**config.mk**
```make
export PLATFORM = sky130hd
export DESIGN_NAME = irq_agg
export DESIGN_NICKNAME = d
export VERILOG_FILES = /design/src/rtl/irq_agg_pkg.sv /design/src/rtl/irq_src_cell.sv /design/src/rtl/irq_pin_drive.sv /design/src/rtl/irq_agg.sv
export SDC_FILE = /design/constraint.sdc
export NUM_CORES = 1
export LEC_CHECK = 0
export BUFFER_PORTS_ARGS = -buffer_cell sky130_fd_sc_hd__buf_2
export CORE_MARGIN = 2
export CORE_UTILIZATION = 43
export DETAILED_ROUTE_END_ITERATION = 8
export HOLD_SLACK_MARGIN = 0.08
export PLACE_DENSITY_LB_ADDON = 0.3
export SLEW_MARGIN = 20
export SYNTH_ARGS = -nofsm -noshare
export SYNTH_HDL_FRONTEND = slang
export SYNTH_SLANG_ARGS = --single-unit
export TNS_END_PERCENT = 1
```
**constraint.sdc**
```tcl
create_clock -name clk_i -period 1.4 [get_ports clk_i]
set_input_delay 0 -clock clk_i [delete_from_list [all_inputs] [get_ports clk_i]]
set_output_delay 0 -clock clk_i [all_outputs]
set_load 0.005 [all_outputs]
```
**src/rtl/irq_agg_pkg.sv**
```systemverilog
package irq_agg_pkg;

    // Per-source trigger sensitivity code
    typedef enum logic [1:0] {
        SENS_RISE    = 2'b00,
        SENS_FALL    = 2'b01,
        SENS_LVL     = 2'b10,
        SENS_LVL_ALT = 2'b11
    } sens_e;

    // Interrupt pin drive style
    typedef enum logic [1:0] {
        PIN_LOW_PP     = 2'b00,
        PIN_HIGH_PP    = 2'b01,
        PIN_LOW_OD     = 2'b10,
        PIN_LOW_OD_ALT = 2'b11
    } pin_mode_e;

    // Per-source tracker state
    typedef enum logic {
        ST_IDLE = 1'b0,
        ST_PEND = 1'b1
    } src_st_e;

endpackage

```
**src/rtl/irq_src_cell.sv**
```systemverilog
module irq_src_cell
    import irq_agg_pkg::*;
(
    input  logic       clk_i,
    input  logic       rst_ni,
    input  logic       cond_i,
    input  logic [1:0] sens_i,
    input  logic       clr_i,
    output logic       pend_o
);

    logic    cond_q, prev_q;
    logic    hit, level;
    sens_e   sel;
    src_st_e st_q, st_d;

    // Input stage and edge history
    always_ff @(posedge clk_i) begin
        if (!rst_ni) begin
            cond_q <= 1'b0;
            prev_q <= 1'b0;
        end else begin
            cond_q <= cond_i;
            prev_q <= cond_q;
        end
    end

    // Edge qualification per sensitivity
    always_comb begin
        sel   = sens_e'(sens_i);
        hit   = 1'b0;
        level = 1'b0;
        unique case (sel)
            SENS_RISE:    hit = cond_q & ~prev_q;
            SENS_FALL:    hit = ~cond_q & prev_q;
            SENS_LVL,
            SENS_LVL_ALT: level = 1'b1;
        endcase
    end

    // Next-state logic
    always_comb begin
        st_d = st_q;
        unique case (st_q)
            ST_IDLE: begin
                if (level) begin
                    if (cond_q) st_d = ST_PEND;        // T_LVL_ON
                end else if (hit) begin
                    st_d = ST_PEND;                    // T_EDGE_SET
                end
            end
            ST_PEND: begin
                if (level) begin
                    if (!cond_q) st_d = ST_IDLE;       // T_LVL_OFF
                end else if (hit) begin
                    st_d = ST_PEND;                    // T_SET_WINS
                end else if (clr_i) begin
                    st_d = ST_IDLE;                    // T_ACK
                end
            end
        endcase
    end

    // State register
    always_ff @(posedge clk_i) begin
        if (!rst_ni) st_q <= ST_IDLE;
        else         st_q <= st_d;
    end

    // Output process
    always_comb pend_o = (st_q == ST_PEND);

endmodule

```
**src/rtl/irq_pin_drive.sv**
```systemverilog
module irq_pin_drive
    import irq_agg_pkg::*;
(
    input  logic       active_i,
    input  logic [1:0] mode_i,
    output logic       pin_o,
    output logic       oe_o
);

    pin_mode_e mode;

    always_comb begin
        mode  = pin_mode_e'(mode_i);
        pin_o = 1'b0;
        oe_o  = 1'b1;
        unique case (mode)
            PIN_LOW_PP:  pin_o = ~active_i;
            PIN_HIGH_PP: pin_o = active_i;
            PIN_LOW_OD,
            PIN_LOW_OD_ALT: begin
                pin_o = 1'b0;
                oe_o  = active_i;
            end
        endcase
    end

endmodule

```
**src/rtl/irq_agg.sv**
```systemverilog
module irq_agg #(
    parameter int N_SRC = 8
) (
    input  logic               clk_i,
    input  logic               rst_ni,
    input  logic [N_SRC-1:0]   cond_i,
    input  logic [2*N_SRC-1:0] sens_i,
    input  logic [N_SRC-1:0]   en_i,
    input  logic [1:0]         pol_mode_i,
    input  logic [N_SRC-1:0]   clr_i,
    output logic [N_SRC-1:0]   status_o,
    output logic               int_o,
    output logic               int_oe_o
);

    localparam int SENS_W = 2;

    logic [N_SRC-1:0] pend;
    logic             any_active;

    for (genvar g = 0; g < N_SRC; g++) begin : g_src
        irq_src_cell u_cell (
            .clk_i  (clk_i),
            .rst_ni (rst_ni),
            .cond_i (cond_i[g]),
            .sens_i (sens_i[g*SENS_W +: SENS_W]),
            .clr_i  (clr_i[g]),
            .pend_o (pend[g])
        );
    end

    assign status_o   = pend;
    assign any_active = |(pend & en_i);

    irq_pin_drive u_pin (
        .active_i (any_active),
        .mode_i   (pol_mode_i),
        .pin_o    (int_o),
        .oe_o     (int_oe_o)
    );

endmodule

```
==> impl_metrics.toml, run 1 <==
[clock_network]
cts_tree = "built"
clk_latency_ns = 0.30
clkSlewWorstSetupHoldPaths_ns = 0.12
ctsHtreeMaxLevel = 1
cts_root_buf = "clkbuf_4"
clk_path_buf_depth = 2
clock_sinks = 24
cts_buffers = 3

[grt]
antenna_found_initial = 0
grtUsageTotal = 0.196
grt_overflow_total = 0
grt_pass1_wl_um = 3960
grt_max_degree = 25
grt_pass1_vias = 999

[drt]
drt_wl_total_um = 2560
drtIter0Drc = 1
wl_per_cell_um = 11.9
vias_per_cell = 4.73
routed-via-count = 1016
drc_errors = 0
antenna_left = 0
detail_route.first_pass.iterations = 3

[pwr]
ir_worst_vdd_mv = 0.563
power_density_nw_per_um2 = 779
p_leak_nw = 0.725

[worst_setup_path]
path_cells = "a22oi_2 > and4_4 > mux2_4 > buf_6"
end_kind = "primary output"
path_class = "reg -> out"
reg2reg_depth = 4
r2r_end = "g_src[1].u_cell.pend_o$_SDFF_PN0_"
cp_slowest_stage_delay_ns = 0.34
required_ns = 1.40
startpoint_type = "register"
r2r_start = "g_src[1].u_cell.pend_o$_SDFF_PN0_"
cpMaxStageDelayCell = "dfxtp_2"
regToRegSetupSlack_ns = 0.50
path_max_fanout = 2
worst_ep_arrival_time_ns = 1.49

[timing]
rsz0062_at_grt = "true"
finalSetupViolCount = 1
final_max_slew_viol_count = 0
fin_crit_ns = 1.49
tightestPinTransition_ns = 0.305
fin_crit_sh = 1.07
clock_skew_ns = 0.000450
fmax_mhz = 669
setup_ws_ns = -0.0943
maxSlewHeadroom = 0.797
finalHoldViolCount = 0

[synth]
ys_seq_elements = 24
synth_mux_area_frac = 0.0147
yosys.area_share.simple = 0.260
synth_top_family_by_area = "simple AND/OR/NAND/NOR gates"
synth-compound-area-share = 0.187
synth_edf_count = 0
yosysWarnings = 0
syn_nets = 151
syn_inst = 107
synthAdderAreaFrac = 0
synth-xor-area-share = 0
ys.flop_type = "dfxtp_1"
synth_cell_types = 15
ys_seq_area_frac = 0.472
synth_area_um2 = 1020
syn_avg_cell_area_um2 = 9.52
async_flop_share = 0

[layout]
area_growth_pct = 61.1
drive_above_1_share = 0.364
finalNonFillerCells = 215
diodes = 0
n_fill_cell = 189
nets = 233

[hold_path]
whs_path_depth = 2
hold_path.class = "in -> reg"
min_to = "g_src[6].u_cell.pend_o$_SDFF_PN0_"
worstHoldStart = "rst_ni"

[job]
drv_cap = 0

[die]
start_util = 0.456
rows = 17
core_area_um2 = 2230
die_h_um = 52.7
ios = 54
die_w_um = 52.7
die_area_um2 = 2770

[place]
gp_congestion = 0.634
io_buffers = 53
hpwl_um = 1540
place_ws_ns = 0.192
dpl.cell_count = 178

[status]
status = "complete, but fails checks"
violations = "negative setup slack"
-- report_power, final --
part,switching [mW],leakage (nW),internal (mW),total [mW]
sequential,0.0208,0.200,0.717,0.738
clock,0.187,0.0138,0.100,0.287
combinational,0.0806,0.512,0.172,0.253
total,0.288,0.725,0.990,1.28
-- worst max-delay path by stage --
stage | start | endpoint
floorplan | g_src[6].u_cell.pend_o$_SDFF_PN0_ | int_o
global placement | g_src[1].u_cell.pend_o$_SDFF_PN0_ | int_o
detailed placement | g_src[1].u_cell.pend_o$_SDFF_PN0_ | int_o
CTS | g_src[1].u_cell.pend_o$_SDFF_PN0_ | int_o
global route | g_src[1].u_cell.pend_o$_SDFF_PN0_ | int_o
finish | g_src[1].u_cell.pend_o$_SDFF_PN0_ | int_o
-- cells in the mapped netlist, types with 2 or more instances --
library cell  count  area [um^2]
a21boi_0          8         60.1
o21ai_0           8         40.0
nand3b_1          8         60.1
a21o_1            8         60.1
a22oi_1           4         30.0
buf_4             8         60.1
and2_1           16          100
dfxtp_1          24          480
clkbuf_1          2         7.51
nor2_1            9         33.8
nand2b_1          8         50.1
-- what timing repair did --
action	in CTS	in global routing
setup buffers	2	0
setup endpoints to repair	1	1
pin swaps	1	1
hold buffers	31	1
gates resized for setup	8	1
hold endpoints to repair	16	1
-- per-stage QoR --
step	hold WS (ns)	instance area, um^2	TNS [ns]	util	power, mW
after floorplan	0.0410	1020	0	-	0.838
after global placement	0.207	1250	0	0.560	0.910
after detailed placement	0.210	1250	0	0.560	0.917
after CTS	0.0839	1630	-0.0845	0.728	1.28
after global routing	0.105	1640	-0.154	0.734	1.35
final	0.0877	1640	-0.0943	0.734	1.28
-- sequential cells by signal, indices dropped and copies added, names as in the netlist --
register and flops:
g_src.u_cell.prev_q 8, g_src.u_cell.cond_q 8, g_src.u_cell.pend_o 8
-- routing by layer --
metal  GRT usage  wire length (um)  up-vias
met5           0                 0        -
met4      0.0513                13        0
met3      0.0257               119        2
met2       0.406              1440       33
met1       0.198               988      461
li1            -                 -      520
-- cells by family (layout without fill, tap and decap cells) --
family          after synthesis  after routing
compound gates               28             28
buf+inv                      10             90
flops                        24             24
mux                           1              1
simple gates                 44             44
-- placed cells by master, fill, tap and decap left out, types with 8 or more instances in the layout --
cell,netlist,final
buf_2,0,52
dlygate4sd3_1,0,32
dfxtp_1,24,20
and2_1,16,16
nor2_1,9,9
nand2b_1,8,8
nand3b_1,8,8
a21o_1,8,8
o21ai_0,8,8
a21boi_0,8,8
-- worst max-delay path: cells and delay by family, from the launching register on --
family | cells | cell delay (ns)
multiplexers | 1 | 0.30
flip-flops | 1 | 0.34
AND/OR/NAND/NOR | 1 | 0.26
buffers and inverters | 1 | 0.12
AO/OA/AOI/OAI | 1 | 0.17
-- cell type report --
class | instances | area, um^2 | share of cell area
Multi-Input combinational cell | 73 | 490 | 0.299
Clock buffer | 3 | 22.5 | 0.0137
Timing Repair Buffer | 87 | 607 | 0.370
Sequential cell | 24 | 485 | 0.296
Tap cell | 28 | 35.0 | 0.0214
Power figures use the tool's default switching activity.
==> run 2, diff against run 1 <==
Settings changed: BUFFER_PORTS_ARGS -buffer_cell sky130_fd_sc_hd__buf_2 to -buffer_cell sky130_fd_sc_hd__buf_4.
==> run 2 against run 1 <==
The run still ends with negative setup slack left. Fmax rose by 1.0%. Worst hold slack improved by 0.17 ns. Clock skew barely moved. Sequential power barely moved. Highest routed layer unchanged. Core utilization rose by 9.2 points. Register-to-register slack barely moved. Sequential share of layout area fell by 3.3 points. Power rose by 4.4%.
==> impl_metrics.toml, run 2 (synthesis results as in run 1) <==
[place]
hpwl_um = 1600
io_buffers = 53
gp_congestion = 0.621
placed_area_um2 = 1380
place_ws_ns = 0.141
dpl.cell_count = 178

[hold_path]
hold_path.class = "in -> out"
min_to = "int_oe_o"
worstHoldStart = "pol_mode_i[1]"
whs_path_depth = 3

[timing]
final_max_slew_viol_count = 0
fin_crit_sh = 1.06
tightestPinTransition_ns = 0.171
setup_ws_ns = -0.0792
rsz0062_at_grt = "true"
fmax_mhz = 676
maxSlewHeadroom = 0.885
finalHoldViolCount = 0
clock_skew_ns = 0.000609
fin_crit_ns = 1.48
finalSetupViolCount = 1

[layout]
diodes = 0
final_area_um2 = 1850
final_common_cell = "buf_4"
nets = 240
n_fill_cell = 141
area_growth_pct = 81.2
finalNonFillerCells = 222
drive_above_1_share = 0.340
layout_common_cells = "buf_4, dlygate4sd3_1, dfxtp_1"

[drt]
drc_errors = 0
detail_route.first_pass.iterations = 4
wl_per_cell_um = 12.9
routed-via-count = 1051
vias_per_cell = 4.73
antenna_left = 0
drtIter0Drc = 4
drt_wl_total_um = 2860

[die]
die_w_um = 52.7
rows = 17
ios = 54
die_area_um2 = 2770
die_h_um = 52.7
core_area_um2 = 2230
start_util = 0.456

[grt]
grt_use_met3 = 0.0200
antenna_found_initial = 0
top_usage_layer = "met2"
use_met2 = 0.465
grtUsageTotal = 0.237
grt_pass1_vias = 1125
grt_pass1_wl_um = 4730
grt_overflow_total = 0
grt_max_degree = 25
met1_usage = 0.259

[clock_network]
cts_buffers = 3
clock_sinks = 24
clkSlewWorstSetupHoldPaths_ns = 0.12
cts_tree = "built"
ctsHtreeMaxLevel = 1
cts_root_buf = "clkbuf_4"
clk_latency_ns = 0.29
clk_path_buf_depth = 2

[worst_setup_path]
required_ns = 1.40
path_class = "reg -> out"
worst_ep_arrival_time_ns = 1.48
r2r_end = "g_src[0].u_cell.pend_o$_SDFF_PN0_"
startpoint_type = "register"
r2r_start = "g_src[0].u_cell.cond_q$_SDFF_PN0_"
regToRegSetupSlack_ns = 0.49
path_max_fanout = 3
end_kind = "primary output"
reg2reg_depth = 3

[status]
violations = "negative setup slack"
status = "complete, but fails checks"

[pwr]
p_leak_nw = 0.803
power_density_nw_per_um2 = 723
ir_worst_vdd_mv = 0.679

[job]
drv_cap = 0
run 2: cell count changes in the layout (fill, tap and decap cells not counted), sizes merged:
cell         before  now
dlygate4sd3      32   41
buf              55   53
run 2: worst max-delay path: stages (launching register included):
cell,delay [ns]
dfxtp_2,0.35
a22oi_2,0.18
and4_4,0.24
mux2_4,0.30
buf_6,0.11
run 2: area by class of cell:
cell class                      instances  area (um^2)  share of cell area
Timing Repair Buffer                   94          812               0.440
Multi-Input combinational cell         73          490               0.266
Sequential cell                        24          485               0.263
Tap cell                               28         35.0              0.0190
Clock buffer                            3         22.5              0.0122
run 2: how the worst max path moves through the flow:
stage,endpoint,slack (ns),depth (start not counted),from
2_1_floorplan,int_o,0.40,3,g_src[6].u_cell.pend_o$_SDFF_PN0_
3_3_place_gp,int_o,0.21,4,g_src[1].u_cell.pend_o$_SDFF_PN0_
3_5_place_dp,int_o,0.14,4,g_src[1].u_cell.pend_o$_SDFF_PN0_
4_1_cts,int_o,-0.10,4,g_src[1].u_cell.pend_o$_SDFF_PN0_
5_1_grt,int_o,-0.16,4,g_src[1].u_cell.pend_o$_SDFF_PN0_
6_report,int_o,-0.08,4,g_src[1].u_cell.pend_o$_SDFF_PN0_
run 2: per-layer routing:
layer / routed length, um / part of all wire
met5: 0 / 0
met4: 38 / 0.013
met3: 102 / 0.036
met2: 1610 / 0.56
met1: 1110 / 0.39
run 2: repair_timing:
action                                  in CTS  in global routing
hold endpoints to repair                    23                  0
buffers inserted                             0                  0
resized for setup                            9                  0
hold buffers                                41                  0
endpoints found under the setup margin       1                  1
pin swaps                                    1                  0
run 2: report_power, final:
| group | internal, mW | switching, mW | total, mW |
|---|---|---|---|
| clock network | 0.100 | 0.180 | 0.279 |
| logic | 0.226 | 0.0882 | 0.314 |
| registers | 0.717 | 0.0237 | 0.741 |
run 2: through the flow:
step | power, mW | hold WS [ns] | TNS [ns] | utilization
6_report | 1.33 | 0.262 | -0.0792 | 0.826
5_1_grt | 1.41 | 0.277 | -0.160 | 0.826
3_5_place_dp | 0.961 | 0.211 | 0 | 0.620
2_1_floorplan | 0.838 | 0.0410 | 0 | -
3_3_place_gp | 0.954 | 0.208 | 0 | 0.620
4_1_cts | 1.34 | 0.257 | -0.101 | 0.826
